### src/rtl/oc_eac_pkg.sv
`timescale 1ns/1ps
package oc_eac_pkg;

  // Base gate: the only primitive used in the adder cells.
  function automatic logic nand2(input logic a, input logic b);
    return ~(a & b);
  endfunction

  // Inverter as a NAND with tied inputs.
  function automatic logic inv1(input logic a);
    return nand2(a, a);
  endfunction

  // Two-input AND as NAND followed by a NAND inverter.
  function automatic logic and2(input logic a, input logic b);
    logic n;
    n = nand2(a, b);
    return nand2(n, n);
  endfunction

  // Three-input NAND composed from two-input NANDs.
  function automatic logic nand3(input logic a, input logic b, input logic c);
    return nand2(and2(a, b), c);
  endfunction

  // Four-input NAND composed from two-input NANDs.
  function automatic logic nand4(input logic a, input logic b,
                                 input logic c, input logic d);
    return nand2(and2(a, b), and2(c, d));
  endfunction

endpackage

### src/rtl/oc_fa_cell.sv
`timescale 1ns/1ps
module oc_fa_cell
  import oc_eac_pkg::*;
(
  input  logic x,
  input  logic y,
  input  logic ci,
  output logic s,
  output logic co
);

  logic xn, yn, cn;
  logic m0, m1, m2, m3;   // inverted minterms of the odd-parity function
  logic p0, p1, p2;       // inverted pair products of the majority function

  assign xn = inv1(x);
  assign yn = inv1(y);
  assign cn = inv1(ci);

  // Sum: four-term sum of products rewritten as NAND of NANDs.
  assign m0 = nand3(xn, yn, ci);
  assign m1 = nand3(xn, y,  cn);
  assign m2 = nand3(x,  yn, cn);
  assign m3 = nand3(x,  y,  ci);
  assign s  = nand4(m0, m1, m2, m3);

  // Carry: minimal majority form x.y + x.c + y.c as NAND of NANDs.
  assign p0 = nand2(x, y);
  assign p1 = nand2(x, ci);
  assign p2 = nand2(y, ci);
  assign co = nand3(p0, p1, p2);

endmodule

### src/rtl/oc_ripple_chain.sv
`timescale 1ns/1ps
module oc_ripple_chain #(
  parameter int N = 8
) (
  input  logic [N-1:0] a,
  input  logic [N-1:0] b,
  input  logic         cin,
  output logic [N-1:0] sum,
  output logic         cout
);

  logic [N:0] carry;

  assign carry[0] = cin;

  for (genvar i = 0; i < N; i++) begin : g_cell
    oc_fa_cell u_cell (
      .x  (a[i]),
      .y  (b[i]),
      .ci (carry[i]),
      .s  (sum[i]),
      .co (carry[i+1])
    );
  end

  assign cout = carry[N];

endmodule

### src/rtl/oc_out_stage.sv
`timescale 1ns/1ps
module oc_out_stage #(
  parameter int W       = 8,
  parameter bit REG_OUT = 1'b1
) (
  input  logic         clk,
  input  logic         rst_n,
  input  logic         in_valid,
  output logic         in_ready,
  input  logic [W-1:0] in_data,
  output logic         out_valid,
  input  logic         out_ready,
  output logic [W-1:0] out_data
);

  if (REG_OUT) begin : g_reg
    logic         valid_q;
    logic [W-1:0] data_q;
    logic         take;

    assign in_ready = ~valid_q | out_ready;
    assign take     = in_valid & in_ready;

    always_ff @(posedge clk or negedge rst_n) begin
      if (!rst_n) begin
        valid_q <= 1'b0;
        data_q  <= '0;
      end else begin
        if (take) begin
          data_q <= in_data;
        end
        if (take) begin
          valid_q <= 1'b1;
        end else if (out_ready) begin
          valid_q <= 1'b0;
        end
      end
    end

    assign out_valid = valid_q;
    assign out_data  = data_q;

    // a held result keeps its value until the consumer takes it
    assert_hold_stable_R6: assert property (@(posedge clk) disable iff (!rst_n)
      (out_valid && !out_ready) |=> (out_valid && $stable(out_data)));

    // an accepted word is presented on the next cycle
    assert_accept_shows_R6: assert property (@(posedge clk) disable iff (!rst_n)
      (in_valid && in_ready) |=> out_valid);

    // back-pressure only while a result is waiting and not taken
    assert_ready_low_R7: assert property (@(posedge clk) disable iff (!rst_n)
      !in_ready |-> (out_valid && !out_ready));
  end else begin : g_comb
    assign in_ready  = out_ready;
    assign out_valid = in_valid;
    assign out_data  = in_data;
  end

endmodule

### src/rtl/oc_eac_adder.sv
`timescale 1ns/1ps
module oc_eac_adder #(
  parameter int N       = 8,
  parameter bit REG_OUT = 1'b1
) (
  input  logic         clk,
  input  logic         rst_n,
  input  logic         in_valid,
  output logic         in_ready,
  input  logic [N-1:0] in_a,
  input  logic [N-1:0] in_b,
  output logic         out_valid,
  input  logic         out_ready,
  output logic [N-1:0] out_sum,
  output logic         out_ovf,
  output logic         out_negzero
);

  localparam int W    = N + 2;
  localparam int SGN  = N - 1;

  logic [N-1:0] raw_sum;
  logic         wrap;
  logic [N-1:0] fin_sum;
  logic         spill;
  logic         ovf_c;
  logic         negz_c;
  logic [W-1:0] pay_in;
  logic [W-1:0] pay_out;

  // First pass: operands with no carry in.
  oc_ripple_chain #(.N(N)) u_pass1 (
    .a    (in_a),
    .b    (in_b),
    .cin  (1'b0),
    .sum  (raw_sum),
    .cout (wrap)
  );

  // Second pass: fold the sign carry back into the least significant bit.
  oc_ripple_chain #(.N(N)) u_pass2 (
    .a    (raw_sum),
    .b    ({N{1'b0}}),
    .cin  (wrap),
    .sum  (fin_sum),
    .cout (spill)
  );

  assign ovf_c  = (in_a[SGN] == in_b[SGN]) && (fin_sum[SGN] != in_a[SGN]);
  assign negz_c = &fin_sum;

  assign pay_in = {ovf_c, negz_c, fin_sum};

  oc_out_stage #(.W(W), .REG_OUT(REG_OUT)) u_out (
    .clk       (clk),
    .rst_n     (rst_n),
    .in_valid  (in_valid),
    .in_ready  (in_ready),
    .in_data   (pay_in),
    .out_valid (out_valid),
    .out_ready (out_ready),
    .out_data  (pay_out)
  );

  assign out_sum     = pay_out[N-1:0];
  assign out_negzero = pay_out[N];
  assign out_ovf     = pay_out[N+1];

  // the folded carry never produces a second wrap
  assert_single_wrap_R5: assert property (@(posedge clk) disable iff (!rst_n)
    in_valid |-> !spill);

  // without a sign carry the second pass leaves the raw sum untouched
  assert_no_wrap_pass_R1: assert property (@(posedge clk) disable iff (!rst_n)
    (in_valid && !wrap) |-> (fin_sum == raw_sum));

  // overflow and minus zero exclude each other
  assert_ovf_excl_negzero_R3: assert property (@(posedge clk) disable iff (!rst_n)
    in_valid |-> !(ovf_c && negz_c));

  // an operand plus its inverse lands on minus zero
  assert_inverse_negzero_R4: assert property (@(posedge clk) disable iff (!rst_n)
    (in_valid && (in_a == ~in_b)) |-> negz_c);

endmodule

### config.mk
export PLATFORM = sky130hd
export DESIGN_NAME = oc_eac_adder
export DESIGN_NICKNAME = d
export VERILOG_FILES = /design/src/rtl/oc_eac_pkg.sv /design/src/rtl/oc_fa_cell.sv /design/src/rtl/oc_ripple_chain.sv /design/src/rtl/oc_out_stage.sv /design/src/rtl/oc_eac_adder.sv
export SDC_FILE = /design/constraint.sdc
export NUM_CORES = 1
export LEC_CHECK = 0
export ABC_AREA = 1
export ABC_CLOCK_PERIOD_IN_PS = 1500
export BUFFER_PORTS_ARGS = -buffer_cell sky130_fd_sc_hd__buf_2
export CAP_MARGIN = 20
export CORE_MARGIN = 5
export CORE_UTILIZATION = 49
export DETAILED_ROUTE_END_ITERATION = 6
export GPL_TIMING_DRIVEN = 1
export HOLD_SLACK_MARGIN = 0.03
export PLACE_DENSITY = 0.79
export RECOVER_POWER = 100
export SLEW_MARGIN = 20
export SYNTH_ARGS = -nofsm -noshare
export SYNTH_HDL_FRONTEND = slang
export SYNTH_SLANG_ARGS = --single-unit
### constraint.sdc
create_clock -name clk -period 1.5 [get_ports clk]
set_input_delay 0.225 -clock clk [delete_from_list [all_inputs] [get_ports clk]]
set_output_delay 0.225 -clock clk [all_outputs]
set_load 0.05 [all_outputs]
; ---- Word level (Yosys, flattened, before mapping)
; Cells that the tools add are included.
[word_totals]
regBits = 11
word_cells = 266
[classes]
n_eq_ne = 2
n_mux = 2
bitwise_logic = 257
n_reduce_logical = 3
[op_table]
columns = cell, count
row1 = 1-bit AND, 141
row2 = 1-bit inverter, 115
row3 = 8-bit AND reduction, 1
row4 = 1-bit two-way mux, 2
row5 = 2-bit nonzero test, 1
row6 = 1-bit equality test, 1
row7 = 1-bit logical AND, 1
row8 = 1-bit inequality test, 1
row9 = 1-bit bitwise OR, 1

; ---- Logic depth before layout (Yosys ltp)
[depth]
word_depth = 50
mapped_depth = 25

; ---- Modules after synthesis
; Synthesis repeated with hierarchy kept, for this count alone.
[unflattened]
cells_unflattened = 230
hier_area_um2 = 1278.7
[modules_own_cells]
columns = module, instances, cells_per_inst, area_each_um2, seq_area_each_um2
row1 = oc_fa_cell, 16, 10, 46.3, 0.0
row2 = oc_out_stage, 1, 48, 455.4, 275.3
row3 = oc_eac_adder, 1, 22, 82.6, 0.0

; ---- Worst setup path after synthesis
; OpenSTA, ideal clock, no wires.
[synth_path]
path_kind = input-to-reg
start = input port in_a[0]
end = register u_out.g_reg.data_q[8] (netlist: u_out.out_data[8])
setup_time_ns = 0.066
arrival_ns = 2.972
path_slack_ns = -1.538
path_stages = 22
n_path_buf = 0
cell_sequence = ha_1 > nand2_1 > nand4_1 > nand3_2 > nand4_2 > nand2_2 > nand2_2 > nand2_4 > nand2_4 > nand2_4 > o21bai_1 > ha_1 > ha_1 > ha_1 > ha_1 > ha_1 > ha_1 > ha_1 > nand2_1 > nor4_1 > nand3_1 > nand2_1
[synth_via]
elab_cells_between_ends = 205
classes_between = bitwise (204) / reduce/logical (1)
[synth_rtl]
columns = element, line_no
row1 = start: declaration, oc_eac_adder.sv:10  ; input logic [N-1:0] in_a,
row2 = 1-bit AND (2 in a row), oc_eac_pkg.sv:6  ; return ~(a & b);
row3 = 1-bit inverter, oc_eac_pkg.sv:6
row4 = 1-bit AND (2 in a row), oc_eac_pkg.sv:6
row5 = 1-bit inverter, oc_eac_pkg.sv:6
row6 = 1-bit AND, oc_eac_pkg.sv:6
row7 = 1-bit inverter, oc_eac_pkg.sv:6
row8 = 1-bit AND (2 in a row), oc_eac_pkg.sv:6
row9 = 1-bit inverter, oc_eac_pkg.sv:6
row10 = [25 not listed], --
row11 = 1-bit AND (6 in a row), oc_eac_pkg.sv:6
row12 = 1-bit inverter, oc_eac_pkg.sv:6
row13 = 1-bit AND, oc_eac_pkg.sv:6
row14 = 1-bit inverter, oc_eac_pkg.sv:6
row15 = 1-bit AND *, oc_eac_pkg.sv:6
row16 = 1-bit inverter *, oc_eac_pkg.sv:6
row17 = via u_pass2.g_cell[6].u_cell.s, oc_fa_cell.sv:8  ; output logic s,
row18 = 8-bit AND reduction *, oc_eac_adder.sv:50  ; assign negz_c = &fin_sum;
row19 = end signal: assignment, oc_out_stage.sv:30  ; data_q <= in_data;
row20 = end: declaration, oc_out_stage.sv:18  ; logic [W-1:0] data_q;
; The timed path passes the listed nets; every way through them passes the cells marked *.
; A chain may end at the register's enable or synchronous reset.

; ---- Worst setup path in the final report
; Same ends and word-level chain as after synthesis.

==> run summary <==
Placer Congestion -> 0.760
I/O pin count -> 32
register area -> 277 µm²
post-route setup slack -> -1.49 ns
ANT nets after route -> 0
largest cells by area after synthesis -> dfrtp_1 (30%), ha_1 (16%), nand2_1 (15%)
top cells by count, synth -> nand2_1 (38), inv_1 (15), ha_1 (12), nand3_1 (12), dfrtp_1 (11)
fin util -> 0.933
DIE HEIGHT -> 53.4 µm
final worst-path cycle share -> 1.99
Worst-path clk slew -> 0.07 ns
final slew viol count -> 0
Antenna Cells -> 0
RSZ-0062 raised after global routing -> yes
actual slew at the worst max-slew pin -> 0.587 ns
Num CTS Buffers -> 3
Port Buffers -> 31
post-synth cell types -> 20
Max IR drop VDD -> 0.000857 V
final hold vios -> 0
DP Worst Slack -> -1.82 ns
total clock sinks -> 11
ys flop type -> dfrtp_1
Max transition margin -> 0.608
largest area contributor in the netlist -> dfrtp_1
clock skew -> 0.00605 ns
final instance area -> 1650 µm²
WP data required -> 1.71 ns
Die W -> 53.4 µm
Pre-antenna DRT Iters -> 4
Min-Delay Path Depth -> 4
Yosys warning total -> 0
syn nets -> 156
outcome -> finished, violations left
Syn Inst Count -> 124
Crit Path Category -> primary input to register
number of global-route vias before repair -> 1,230
Longest Clk Path Bufs -> 2
first-pass GRT wire length -> 5710 µm
CTS tree -> yes
FP Rows -> 15
post-synthesis async set-or-reset flop share -> 1.00
adder-cell share of the synthesized area -> 0.163
most common cell in the netlist -> nand2_1
HPWL Detailed -> 1970 µm
GR Overflow Total -> 0
failing checks -> negative setup slack
placed cell area -> 1370 µm²
Core Footprint -> 1760 µm²
Root Driver -> clkbuf_4
Fillers -> 63
Non-Filler Instances -> 215
WL final -> 4260 µm
CP Capture Type -> register
H-tree depth -> 1
Critical Path AT -> 3.20 ns
Synth top area share -> 0.298
crit path max fanout -> 3
share of post-route cells with drive strength above 1 -> 0.558
hold crit path type -> primary input to register
Max Cap Viol -> 0
multiplexer area fraction after synthesis -> 0
placed cells -> 198
crit path time final -> 2.99 ns
NumNets Final -> 223
DRC viols -> 0
GRT Total Usage -> 0.279
Worst setup SP type -> primary input
register bit total from synthesis -> 11
Syn Area/Cell -> 7.45 µm²
static leakage -> 0.000871 µW
Pwr Total -> 1530 µW
power per cell area -> 930 nW/µm²
fmax -> 0.334 GHz
area of the multi-input gates -> 835 µm²
Post-Synth XOR/XNOR Area -> 0.0379
Initial Utilization -> 0.523
Clock Latency Late Sink -> 0.27 ns
EDFF count, synth -> 0
largest net degree at the start of global routing -> 14
die area -> 2850 µm²
Via Count -> 1,243
Area growth syn-to-layout -> 78.3%
R2R depth -> 7
Compound-Gate Fraction of Synth Area -> 0.0379
initial DRC count -> 61
largest family of logic cells by synthesized area -> simple AND/OR/NAND/NOR gates
DR WL/cell -> 19.8 µm
Seq/Total Area, Yosys -> 0.298
Final setup viols -> 10
drt via density -> 5.78
simple-gate share of the synthesized area -> 0.398
Post-Syn Area -> 923 µm²
initial antenna violation count -> 0
## worst max-delay path, cell delays in order
cell and delay, ns:
buf_6 0.10, ha_4 0.16, nand2_2 0.07, nand4_1 0.21
nand3_2 0.17, nand4_4 0.08, nand2_2 0.09, nand2_2 0.07
nand2_4 0.08, nand2_4 0.06, nand2_4 0.08, o21bai_4 0.07
ha_4 0.17, ha_4 0.15, ha_4 0.15, ha_4 0.15
ha_4 0.15, ha_4 0.16, ha_4 0.27, nand2_4 0.06
nor4_4 0.23, nand3_1 0.12, nand2_1 0.11
## cell families after synthesis
group	Yosys count
and+or+nand+nor	75
buffers and inverters	16
adders and majority gates	12
DFF	11
AOI/OAI and AO/OA	6
xor gates and xnor gates	4
## placed cells by master (no fill, tap or decap), types with 2 or more instances in the layout
cell type  instances
nand2_1           29
buf_4             29
buf_2             28
inv_1             13
nand2_2           10
dfrtp_1           10
nor2_1             9
ha_4               8
nand2_4            7
nand3_2            6
nand3_1            5
nand3_4            4
ha_1               4
buf_6              4
xor2_1             3
clkbuf_4           3
nand4_1            2
inv_4              2
clkbuf_1           2
## final timing paths
| kind | slack [ns] | startpoint | end |
|---|---|---|---|
| max reg2reg | 0.17 | u_out.out_valid | u_out.out_data[8] |
| min in group asynchronous | 0.49 | rst_n | u_out.out_data[9] |
| min | 0.23 | out_ready | u_out.out_valid |
| max | -1.49 | in_a[0] | u_out.out_data[8] |
| max in group asynchronous | 0.60 | rst_n | u_out.out_valid |
| min reg2reg | 0.49 | u_out.out_data[9] | u_out.out_data[9] |
## power by group
part / internal (µW) / switching (µW)
clock network: 103 / 103
registers: 354 / 40.8
logic: 341 / 590
total: 798 / 734
## final cells by class
type,instances,share of cell area
multi-input cells,97,0.507
repair buffers,63,0.253
inverters,15,0.0372
well taps,25,0.0190
flip-flops and latches,11,0.168
clock buffers,4,0.0160
## sequential cells by signal, indices dropped and copies added, names as in the netlist
register	flops
u_out.out_data	10
u_out.out_valid	1
## timing repair
item / CTS / global route
pin swaps: 18 / 17
setup buffers: 5 / 8
endpoints found under the hold margin: 11 / 0
resized for setup: 16 / 13
endpoints found under the setup margin: 10 / 10
hold buffers: 1 / 0
## metrics by stage
stage | setup TNS, ns | hold WS, ns
after CTS | -7.43 | 0.218
after detailed placement | -11.62 | 0.101
final | -8.93 | 0.231
after global routing | -9.52 | 0.259
after floorplan | -8.63 | -0.0706
after global placement | -10.99 | 0.0935
## layer usage
metal	vias to the layer above	wire, µm	track usage
li1	534	-	-
met2	94	2120	0.520
met1	590	1510	0.285
met4	0	244	0.157
met3	25	382	0.0479
met5	-	0	0
(Power assumes the default switching activity.)
